==> src/rtl/fwd_pkg.sv <==
package fwd_pkg;

   typedef enum logic [1:0] {
      SRC_REGFILE = 2'b00,
      SRC_WBACK   = 2'b01,
      SRC_EXMEM   = 2'b10,
      SRC_UNUSED  = 2'b11
   } fwd_src_e;

   localparam int unsigned SEL_W = 2;

endpackage

==> src/rtl/fwd_match.sv <==
module fwd_match
   import fwd_pkg::*;
#(
   parameter int unsigned REG_AW    = 5,
   parameter bit          ZERO_HARD = 1'b1
) (
   input  logic [REG_AW-1:0] src_idx,
   input  logic              exm_wr_en,
   input  logic [REG_AW-1:0] exm_dst_idx,
   input  logic              mwb_wr_en,
   input  logic [REG_AW-1:0] mwb_dst_idx,
   output logic [SEL_W-1:0]  sel
);

   logic exm_live;
   logic mwb_live;
   logic exm_hit;
   logic mwb_hit;

   generate
      if (ZERO_HARD) begin : g_zero_filter
         assign exm_live = exm_wr_en && (exm_dst_idx != '0);
         assign mwb_live = mwb_wr_en && (mwb_dst_idx != '0);
      end else begin : g_no_filter
         assign exm_live = exm_wr_en;
         assign mwb_live = mwb_wr_en;
      end
   endgenerate

   assign exm_hit = exm_live && (exm_dst_idx == src_idx);
   assign mwb_hit = mwb_live && (mwb_dst_idx == src_idx);

   always_comb begin
      fwd_src_e pick;
      pick = SRC_REGFILE;
      if (exm_hit) begin
         pick = SRC_EXMEM;
      end else if (mwb_hit) begin
         pick = SRC_WBACK;
      end
      sel = pick;
   end

endmodule

==> src/rtl/fwd_opnd_mux.sv <==
module fwd_opnd_mux
   import fwd_pkg::*;
#(
   parameter int unsigned DATA_W = 32
) (
   input  logic [SEL_W-1:0]  sel,
   input  logic [DATA_W-1:0] rf_data,
   input  logic [DATA_W-1:0] wb_data,
   input  logic [DATA_W-1:0] ex_data,
   output logic [DATA_W-1:0] opnd
);

   always_comb begin
      unique case (fwd_src_e'(sel))
         SRC_EXMEM:   opnd = ex_data;
         SRC_WBACK:   opnd = wb_data;
         SRC_REGFILE: opnd = rf_data;
         default:     opnd = rf_data;
      endcase
   end

   always_comb begin

      mux_fallback_chk : assert ((sel != 2'b11) || (opnd == rf_data))
         else $error("reserved select did not fall back to register file");
   end

endmodule

==> src/rtl/operand_fwd_unit.sv <==
module operand_fwd_unit
   import fwd_pkg::*;
#(
   parameter int unsigned REG_AW    = 5,
   parameter int unsigned DATA_W    = 32,
   parameter bit          ZERO_HARD = 1'b1
) (
   input  logic [REG_AW-1:0] src_a_idx,
   input  logic [REG_AW-1:0] src_b_idx,
   input  logic              exm_wr_en,
   input  logic [REG_AW-1:0] exm_dst_idx,
   input  logic              mwb_wr_en,
   input  logic [REG_AW-1:0] mwb_dst_idx,
   input  logic [DATA_W-1:0] rf_a_data,
   input  logic [DATA_W-1:0] rf_b_data,
   input  logic [DATA_W-1:0] exm_data,
   input  logic [DATA_W-1:0] mwb_data,
   output logic [1:0]        fwd_a_sel,
   output logic [1:0]        fwd_b_sel,
   output logic [DATA_W-1:0] opnd_a,
   output logic [DATA_W-1:0] opnd_b
);

   localparam int unsigned N_OPND = 2;

   generate
      if (REG_AW < 1 || REG_AW > 8) begin : g_bad_aw
         $error("REG_AW must lie in 1..8");
      end
      if (DATA_W < 1) begin : g_bad_dw
         $error("DATA_W must be at least 1");
      end
   endgenerate

   logic [REG_AW-1:0] src_idx [N_OPND];
   logic [DATA_W-1:0] rf_data [N_OPND];
   logic [SEL_W-1:0]  sel     [N_OPND];
   logic [DATA_W-1:0] opnd    [N_OPND];

   assign src_idx[0] = src_a_idx;
   assign src_idx[1] = src_b_idx;
   assign rf_data[0] = rf_a_data;
   assign rf_data[1] = rf_b_data;

   generate
      for (genvar gi = 0; gi < N_OPND; gi++) begin : g_opnd
         fwd_match #(
            .REG_AW   (REG_AW),
            .ZERO_HARD(ZERO_HARD)
         ) u_match (
            .src_idx    (src_idx[gi]),
            .exm_wr_en  (exm_wr_en),
            .exm_dst_idx(exm_dst_idx),
            .mwb_wr_en  (mwb_wr_en),
            .mwb_dst_idx(mwb_dst_idx),
            .sel        (sel[gi])
         );

         fwd_opnd_mux #(
            .DATA_W(DATA_W)
         ) u_mux (
            .sel    (sel[gi]),
            .rf_data(rf_data[gi]),
            .wb_data(mwb_data),
            .ex_data(exm_data),
            .opnd   (opnd[gi])
         );

         always_comb begin

            sel_legal_chk : assert (sel[gi] != 2'b11)
               else $error("reserved select produced");

            ex_src_chk : assert ((sel[gi] != 2'b10) ||
                                 (exm_wr_en && exm_dst_idx == src_idx[gi]))
               else $error("execute forward without matching writer");

            wb_src_chk : assert ((sel[gi] != 2'b01) ||
                                 (mwb_wr_en && mwb_dst_idx == src_idx[gi] &&
                                  !(exm_wr_en && exm_dst_idx == src_idx[gi] &&
                                    (!ZERO_HARD || exm_dst_idx != '0))))
               else $error("writeback forward chosen over newer producer");

            zero_reg_chk : assert (!ZERO_HARD || src_idx[gi] != '0 ||
                                   sel[gi] == 2'b00)
               else $error("register zero forwarded");
         end
      end
   endgenerate

   assign fwd_a_sel = sel[0];
   assign fwd_b_sel = sel[1];
   assign opnd_a    = opnd[0];
   assign opnd_b    = opnd[1];

endmodule

==> config.mk <==
export PLATFORM = sky130hd
export DESIGN_NAME = operand_fwd_unit
export DESIGN_NICKNAME = d
export VERILOG_FILES = /design/src/rtl/fwd_pkg.sv /design/src/rtl/fwd_match.sv /design/src/rtl/fwd_opnd_mux.sv /design/src/rtl/operand_fwd_unit.sv
export SDC_FILE = /design/constraint.sdc
export NUM_CORES = 1
export LEC_CHECK = 0
export BUFFER_PORTS_ARGS = -buffer_cell sky130_fd_sc_hd__buf_2
export CORE_AREA = 2 2 85 87
export DETAILED_ROUTE_END_ITERATION = 8
export DIE_AREA = 0 0 87 89
export PLACE_DENSITY = 0.76
export SLEW_MARGIN = 20
export SYNTH_ARGS = -nofsm -noshare
export SYNTH_HDL_FRONTEND = slang
export SYNTH_SLANG_ARGS = --single-unit
==> constraint.sdc <==
create_clock -name vclk -period 3.4
set_input_delay 0.17 -clock vclk [all_inputs]
set_output_delay 0.17 -clock vclk [all_outputs]
set_load 0.005 [all_outputs]
# Word-level counts from Yosys, hierarchy flattened
# Index checks and enable logic that the tools add are counted.
# classes
n_eq_ne	8
muxes	6
n_reduce_logical	8
# op_table
operator	count
$pmux 32 s2	2
$eq 5x5->1	4
$reduce_bool 5->1	2
$logic_and 1x1->1	6
$eq 2x1->1 const B	2
$eq 2x2->1 const B	2
$mux 2	2
$mux 1	2
# word_totals
register_bits	0
inputBits	150
output_inout_bits	68
word_cells	22

# Logic depth before layout (Yosys ltp)
# Gate-level depths: netlist of run 1.
# depth
depth_word	7
ltp_mapped	6
mapped_depth_nobuf	5

# Hierarchy
# From an unflattened synthesis of run 1, not the netlist that was laid out.
# hier_totals
hier_cells	268
hier_area_um2	1591.5
# by_module_without_submodules
module	instances	cells_per_inst	area_per_inst_um2	seq_area_each_um2
fwd_opnd_mux	2	113	636.9	0.0
fwd_match	2	21	158.9	0.0

# Least setup slack after synthesis of run 1
# OpenSTA, ideal clock, no wires.
# synth_path
kind	input -> output
startpoint	input port mwb_dst_idx[0]
endpoint	output port opnd_a[22]
arrival_ps	1501
required_ps	3230
slack_ps	1729
path_stages	6
path_buffers	2
path_cell_list	or4_1 -> o21ai_1 -> buf_2 -> buf_4 -> o31ai_1 -> a31oi_1
# synth_via
elab_chain_cells	7
word_cells_on_any_way	9
cone_classes	3 x eq/ne; 3 x mux; 3 x reduce/logical
# synth_lines
item	line_no	rtl
from (decl)	operand_fwd_unit.sv:13	input logic [REG_AW-1:0] mwb_dst_idx,
$reduce_bool 5->1	fwd_match.sv:23	assign mwb_live = mwb_wr_en && (mwb_dst_idx != '0);
$logic_and 1x1->1	fwd_match.sv:23	
$logic_and 1x1->1 (*)	fwd_match.sv:31	assign mwb_hit = mwb_live && (mwb_dst_idx == src_idx);
$mux 1 (*)	fwd_match.sv:38	end else if (mwb_hit) begin
$mux 2 (*)	fwd_match.sv:36	if (exm_hit) begin
$eq 2x1->1 / $eq 2x2->1 (equally long branches)	fwd_opnd_mux.sv:14	unique case (fwd_src_e'(sel))
$pmux 32 s2 (*)	fwd_opnd_mux.sv:14	
to (decl)	operand_fwd_unit.sv:20	output logic [DATA_W-1:0] opnd_a,
# Mark *: on every way between the ends. The rest lies on a longest branch, timed or not.

# Final worst setup path of run 1
# layout_path
startpoint	input port mwb_dst_idx[0]
endpoint	output port opnd_b[24]
# layout_via
elab_chain_cells	7
word_cells_on_any_way	9
cone_classes	3 x eq/ne; 3 x mux; 3 x reduce/logical
# layout_lines
item	line_no	rtl
$reduce_bool 5->1	fwd_match.sv:23	
$logic_and 1x1->1	fwd_match.sv:23	
$logic_and 1x1->1 (*)	fwd_match.sv:31	
$mux 1 (*)	fwd_match.sv:38	
$mux 2 (*)	fwd_match.sv:36	
$eq 2x1->1 / $eq 2x2->1 (equally long branches)	fwd_opnd_mux.sv:14	
$pmux 32 s2 (*)	fwd_opnd_mux.sv:14	
to (decl)	operand_fwd_unit.sv:21	output logic [DATA_W-1:0] opnd_b
# Marked as above.

==> results of run 1 <==
[report_power, final]
part	internal (mW)	switching [mW]	leakage, nW
sequential	0	0	0
combinational	0.180	0.300	1.29
clock	0	0	0
total	0.180	0.300	1.29
[routing by layer]
metal  wire length (µm)  part of all wire
met3               1300              0.11
met5                  0                 0
met4                289             0.023
met1               4650              0.37
met2               6160              0.50
[final cells by class]
class	count	area (µm²)	area share
multi-input cells	296	1970	0.599
repair buffers	234	1210	0.368
well taps	80	100	0.0305
inverters	2	7.51	0.00228
[cells by family after synthesis]
logic type,after synthesis
buf+inv,66
compound gates,132
xor+xnor,20
simple gates,144
[critical path, stage by stage]
cell and delay (ns):
buf_2 0.12, or4_1 0.61, o21ai_4 0.15, buf_4 0.56, o31ai_1 0.20, a31oi_1 0.24, buf_2 0.15
[path summary, 6_finish.rpt]
kind / end / cells past startpoint
worst min-delay path: opnd_a[5] / 4
worst max-delay path: opnd_b[24] / 7
[synthesized netlist by cell type]
master / number / area, µm²
nor4_2: 2 / 25.0
buf_2: 14 / 70.1
o21ai_1: 1 / 5.00
or3_1: 2 / 12.5
o31ai_1: 64 / 480
inv_2: 2 / 7.51
or4_4: 1 / 11.3
o21a_1: 1 / 7.51
nor3_1: 66 / 330
or2_1: 2 / 12.5
buf_4: 6 / 45.0
xor2_1: 10 / 87.6
clkbuf_1: 42 / 158
nand4_1: 66 / 413
or4_1: 1 / 7.51
o211ai_2: 2 / 25.0
or2_2: 2 / 12.5
a31oi_1: 64 / 400
buf_1: 2 / 7.51
xnor2_1: 10 / 87.6
nor2_1: 2 / 7.51
[metrics by stage]
stage	instance area (µm²)	worst slack [ns]	hold slack, ns	util	total power, mW
floorplan	2210	1.73	0.470	-	0.239
global placement	3280	1.06	0.680	0.488	0.458
detailed placement	3280	1.02	0.683	0.488	0.467
CTS	3280	1.02	0.683	0.488	0.468
global route	3290	0.921	0.706	0.489	0.516
finish	3290	1.02	0.680	0.489	0.481
==> flow_summary.ini, run 1 <==
[route]
finalWirelength_mm = 12.4
first_pass_iters = 6
drt_iter0_markers = 413
drc = 0
wl_per_cell_um = 20.3
drtAntennaViolNets = 0
vias = 4120
vias_per_cell = 6.73

[final_layout]
nClkBuffers = 0
antenna_cells = 0
final_cells = 612
final_cell_mix = buf_2, nand4_1, o31ai_1, nor3_1, a31oi_1
nNetsFinal = 684
syn_to_final_growth_pct = 48.5
layout_commonest_cell = buf_2
seqCellArea_um2 = 0
fillers = 702
seq_cells = 0
layout-drive-gt1-share = 0.468

[timing]
grt_setup_unrepaired = false
min_period_ns = 2.38
slew_headroom = 0.339
finalMaxSlewViolations = 0
finalSetupViolCount = 0
fmax_mhz = 420
fin_tns_setup_ns = 0
worst_pin_slew_ns = 0.991
hold_viol = 0
finalCritPeriodShare = 0.700

[global_routing]
use_met2 = 0.537
grt_pass1_vias = 3699
gr-usage-met1 = 0.361
grt_max_degree = 67
met3_usage = 0.0379
grt_first_pass_wirelength_mm = 18.5
antenna_found_initial = 0
top_usage_layer = met2
overflow = 0
grt_usage = 0.292

[flow_run]
cap_violations = 0

[setup_path]
worst-endpoint-arrival_ns = 2.21
crit_required_ns = 3.23
crit_type = in -> out
cp-end-kind = primary output
worst-path-max-fanout = 66
startpoint_type = input port
critPathLaunch = mwb_dst_idx[0]

[floorplan]
die_area_um2 = 7740
fp.dieW_um = 87
core_area_um2 = 6720
start_util = 0.329
die_h_um = 89
io_pins = 218
num_rows = 30

[synthesis]
synth_cells = 362
synth_nets = 512
synthMuxAreaShare = 0
synth_cell_types = 21
synthSimpleGateAreaFrac = 0.376
synth_compound_area_frac = 0.415
yosys_warnings = 0
synth_xor_area_frac = 0.0791
synthAdderAreaFrac = 0
syn-cell-area_um2 = 2210
syn_area_per_cell_um2 = 6.11
ys_seq_area_frac = 0
synth_top_family_by_area = compound AO/OA/AOI/OAI gates

[cts]
ctsHoldBuffers = 0
cts_setup_buffers = 0
ctsResizeCount = 0

[power_and_ir_drop]
power_density_nw_per_um2 = 146
power.leakage_nw = 1.29
irDropWorstVdd_v = 0.000130

[hold_path]
hp-start = rf_a_data[5]
min_path_type = in -> out

[placement]
gp_congestion = 0.958
hpwl_mm = 8.92
dp.cells = 612
numPortBuffers = 218

[outcome]
status = complete, no violations
Note: power is estimated with default switching activity, not from simulation.
==> inputs of run 2 (changes only) <==
Settings changed: CORE_AREA 2 2 85 87 to 2 2 84 86, DIE_AREA 0 0 87 89 to 0 0 86 88, PLACE_DENSITY 0.76 to 0.77.
Clock period 3.4 ns to 2.3 ns, I/O delays scaled along.
==> flow_summary.ini, run 2 (synthesized netlist as in run 1, its figures left out) <==
[global_routing]
grt_first_pass_wirelength_mm = 18.1
grt_max_degree = 39
antenna_found_initial = 0
overflow = 0
grt_pass1_vias = 3839
grt_usage = 0.290

[placement]
numPortBuffers = 218
gp_congestion = 0.936
hpwl_mm = 8.82

[timing]
min_period_ns = 2.06
grt_setup_unrepaired = false
finalCritPeriodShare = 0.896
slew_headroom = 0.500
fin_tns_setup_ns = 0
finalMaxSlewViolations = 0
fmax_mhz = 485
finalSetupViolCount = 0
worst_pin_slew_ns = 0.750
hold_viol = 0

[route]
vias_per_cell = 6.79
drc = 0
drt_iter0_markers = 603
vias = 4190
first_pass_iters = 5
finalWirelength_mm = 12.2
drtAntennaViolNets = 0
wl_per_cell_um = 19.8

[setup_path]
cp-endpoint = opnd_a[7]
crit_top_cell = buf_2
cp_top_family = buffers and inverters
crit_type = in -> out
cp_num_buf_inv = 3
crit_required_ns = 2.18
crit_slowest_cell = or4_1
worst-path-max-fanout = 31
crit_path_cell_trace = buf_2, or4_1, o21ai_4, buf_4, o31ai_1, a31oi_1, buf_2
cpPeakStageDelay_ns = 0.60
startpoint_type = input port
critPathLaunch = mwb_dst_idx[0]
cp-end-kind = primary output
cp.depth = 7
worst-endpoint-arrival_ns = 1.95

[cts]
ctsHoldBuffers = 0
ctsResizeCount = 0
cts_setup_buffers = 0

[power_and_ir_drop]
power_density_nw_per_um2 = 218
irDropWorstVdd_v = 0.000220
power.leakage_nw = 1.32

[final_layout]
final_cell_mix = buf_2, nand4_1, o31ai_1, nor3_1, a31oi_1
fillers = 670
syn_to_final_growth_pct = 51.0
nClkBuffers = 0
nNetsFinal = 689
seq_cells = 0
layout_commonest_cell = buf_2
seqCellArea_um2 = 0
multi_input_area_um2 = 1960
post-route-util = 0.503
layout-drive-gt1-share = 0.473
antenna_cells = 0

[floorplan]
die_h_um = 88
start_util = 0.333
io_pins = 218
core_area_um2 = 6640
num_rows = 30
fp.dieW_um = 86
die_area_um2 = 7570

[flow_run]
cap_violations = 0

[outcome]
status = complete, no violations

[hold_path]
min_path_type = in -> out
## run 2: cell types whose count changed in the layout (fill, tap and decap cells not counted)
cell / previous run / this run
o21a_2: 0 / 1
buf_12: 0 / 2
buf_4: 16 / 19
o21a_4: 1 / 0
## run 2: worst min-delay path, stage by stage
cell and delay (ns):
buf_2 0.10, o31ai_1 0.05, a31oi_1 0.07, buf_2 0.12
## run 2: worst min path at each step
stage / end / cells past startpoint / start / slack, ns
after CTS: opnd_a[10] / 4 / rf_a_data[10] / 0.57
after detailed placement: opnd_a[10] / 4 / rf_a_data[10] / 0.57
after floorplan: opnd_a[0] / 2 / rf_a_data[0] / 0.36
final: opnd_a[23] / 4 / rf_a_data[23] / 0.58
after global routing: opnd_b[3] / 4 / rf_b_data[3] / 0.60
after global placement: opnd_a[18] / 4 / rf_a_data[18] / 0.57
## run 2: final cells by class
| cell class | count | area share |
|---|---|---|
| Multi-Input combinational cell | 296 | 0.587 |
| Inverter | 2 | 0.00225 |
| Tap cell | 80 | 0.0299 |
| Timing Repair Buffer | 239 | 0.381 |
## run 2: power breakdown
group	total, mW	internal [mW]	switching, mW	leakage (nW)
Clock	0	0	0	0
Sequential	0	0	0	0
Combinational	0.727	0.279	0.448	1.32
Total	0.727	0.279	0.448	1.32
## run 2: per-stage QoR
step           instance area, µm²  setup slack (ns)  total power, mW  hold slack [ns]  std cells
2_1_floorplan                2210             0.739            0.353            0.360        362
3_3_place_gp                 3340             0.352            0.692            0.572        617
6_report                     3340             0.239            0.727            0.576        617
5_1_grt                      3340             0.179            0.772            0.601        617
3_5_place_dp                 3340             0.280            0.705            0.574        617
4_1_cts                      3340             0.279            0.706            0.574        617
## run 2: routing by layer
metal,share of wire,vias to the layer above,wire (µm),track usage
li1,-,1854,-,-
met1,0.36,1890,4380,0.362
met2,0.49,393,6020,0.521
met3,0.12,53,1510,0.0226
met4,0.025,0,311,0.105
met5,0,-,0,0
==> inputs of run 3 (changes only) <==
Settings changed: PLACE_DENSITY 0.77 to 0.67, SYNTH_HIERARCHICAL set to 1.
==> flow_summary.ini, run 3 <==
[global_routing]
overflow = 0
grt_pass1_vias = 2604
grt_usage = 0.185
grt_first_pass_wirelength_mm = 11.8
antenna_found_initial = 3
grt_max_degree = 35

[final_layout]
nClkBuffers = 0
layout_commonest_cell = buf_2
post-route-util = 0.414
layout-drive-gt1-share = 0.502
fillers = 727
seqCellArea_um2 = 0
final_cell_mix = buf_2, nand2_1, a22oi_1
seq_cells = 0
final_area_um2 = 2750
nNetsFinal = 622
syn_to_final_growth_pct = 73.0

[setup_path]
crit_top_cell = buf_2
worst-endpoint-arrival_ns = 2.08
cpPeakStageDelay_ns = 0.49
startpoint_type = input port
crit_required_ns = 2.18
crit_slowest_cell = o41ai_2
cp-end-kind = primary output
worst-path-max-fanout = 34
crit_path_cell_trace = buf_2, o41ai_2, a211oi_4, nor3_2, inv_1, ha_4, buf_12, nand2_1, o21ai_1, buf_2
crit_type = in -> out

[outcome]
status = complete, no violations

[placement]
hpwl_mm = 6.43
numPortBuffers = 218
dp_slack_ns = -0.0277
gp_congestion = 0.856
placed_area_um2 = 2720

[floorplan]
fp.dieW_um = 86
core_area_um2 = 6640
die_h_um = 88
die_area_um2 = 7570
num_rows = 30
start_util = 0.240
io_pins = 218

[synthesis]
syn-cell-area_um2 = 1590
ys_top_cells_by_count = nand2_1, a22oi_1, o21ai_1
synth_area_leaders = a22oi_1, o21ai_1, nand2_1, buf_2, xnor2_1
synth_nets = 422
synth_top_cell_by_area = a22oi_1
yosys.area.top_type_share = 0.302
ys_seq_area_frac = 0
syn_area_per_cell_um2 = 5.94
synth_cells = 268
yosys_warnings = 6
yosysMostFrequentCell = nand2_1
synth_cell_types = 19

[timing]
fin_tns_setup_ns = 0
finalCritPeriodShare = 0.956
worst_pin_slew_ns = 0.433
slew_headroom = 0.708
finalMaxSlewViolations = 0
finalSetupViolCount = 0
fmax_mhz = 455
hold_viol = 0
setup_ws_ns = 0.102
min_period_ns = 2.20
grt_setup_unrepaired = true

[route]
vias = 2768
first_pass_iters = 5
wl_per_cell_um = 14.6
vias_per_cell = 5.06
finalWirelength_mm = 7.97
drt_iter0_markers = 176
drtAntennaViolNets = 0
drc = 0

[power_and_ir_drop]
power.leakage_nw = 1.37
total_power_mw = 0.416
power_density_nw_per_um2 = 151
irDropWorstVdd_v = 0.0000717

[cts]
ctsHoldBuffers = 0
cts_setup_buffers = 0

[hold_path]
min_path_type = in -> out

[flow_run]
cap_violations = 0
[run 3: changes by cell type after synthesis, sizes merged, moves of 4 or more]
cell | previous run | this run
nand3 | 0 | 4
nand2 | 0 | 68
clkbuf | 42 | 0
buf | 22 | 28
or2 | 4 | 0
a22oi | 0 | 64
o31ai | 64 | 0
a31oi | 64 | 0
nand4 | 66 | 0
xor2 | 10 | 6
ha | 0 | 4
nor3 | 66 | 6
o21ai | 1 | 64
[run 3: cell families after synthesis]
| kind of cell | share of synthesized area |
|---|---|
| compound gates | 0.546 |
| fa+ha+maj | 0.0314 |
| xor+xnor | 0.0880 |
| simple gates | 0.211 |
| buf+inv | 0.124 |
[run 3: final cells by class]
type | instances | area (µm²) | share of cell area
timing repair buffer | 226 | 1200 | 0.436
multi-input combinational | 236 | 1430 | 0.521
antenna | 1 | 2.50 | 0.000909
tap | 80 | 100 | 0.0364
inverter | 4 | 15.0 | 0.00545
[run 3: report_power, final]
part / total, mW / switching [mW] / internal (mW)
Clock: 0.0000000581 / 0 / 0.0000000581
Sequential: 0 / 0 / 0
Combinational: 0.416 / 0.200 / 0.216
[run 3: routing by layer]
metal  vias up  track usage  wire (µm)
met4         4       0.0216         18
met5         -            0         24
met1      1228        0.218       3110
li1       1394            -          -
met3         6       0.0377        741
met2       136        0.354       4080
[run 3: metrics by stage]
step	hold slack, ns	cells
finish	0.504	547
global route	0.526	546
CTS	0.506	546
detailed placement	0.499	546
global placement	0.502	546
floorplan	0.324	268
[run 3: critical path, delay by kind of cell]
kind / cells / cell delay [ns]
buffers and inverters: 4 / 0.54
adders and majority gates: 1 / 0.31
AOI/OAI and AO/OA: 3 / 0.74
and+or+nand+nor: 2 / 0.35
[run 3: timing repair]
item | CTS | global route
resized for setup | 2 | 2
cloned | 0 | 0
setup endpoints to repair | 13 | 57
[run 3: worst paths after layout]
kind	startpoint	to	slack, ns	depth (start not counted)
max	exm_dst_idx[0]	opnd_a[22]	0.10	10
min	rf_a_data[28]	opnd_a[28]	0.50	4
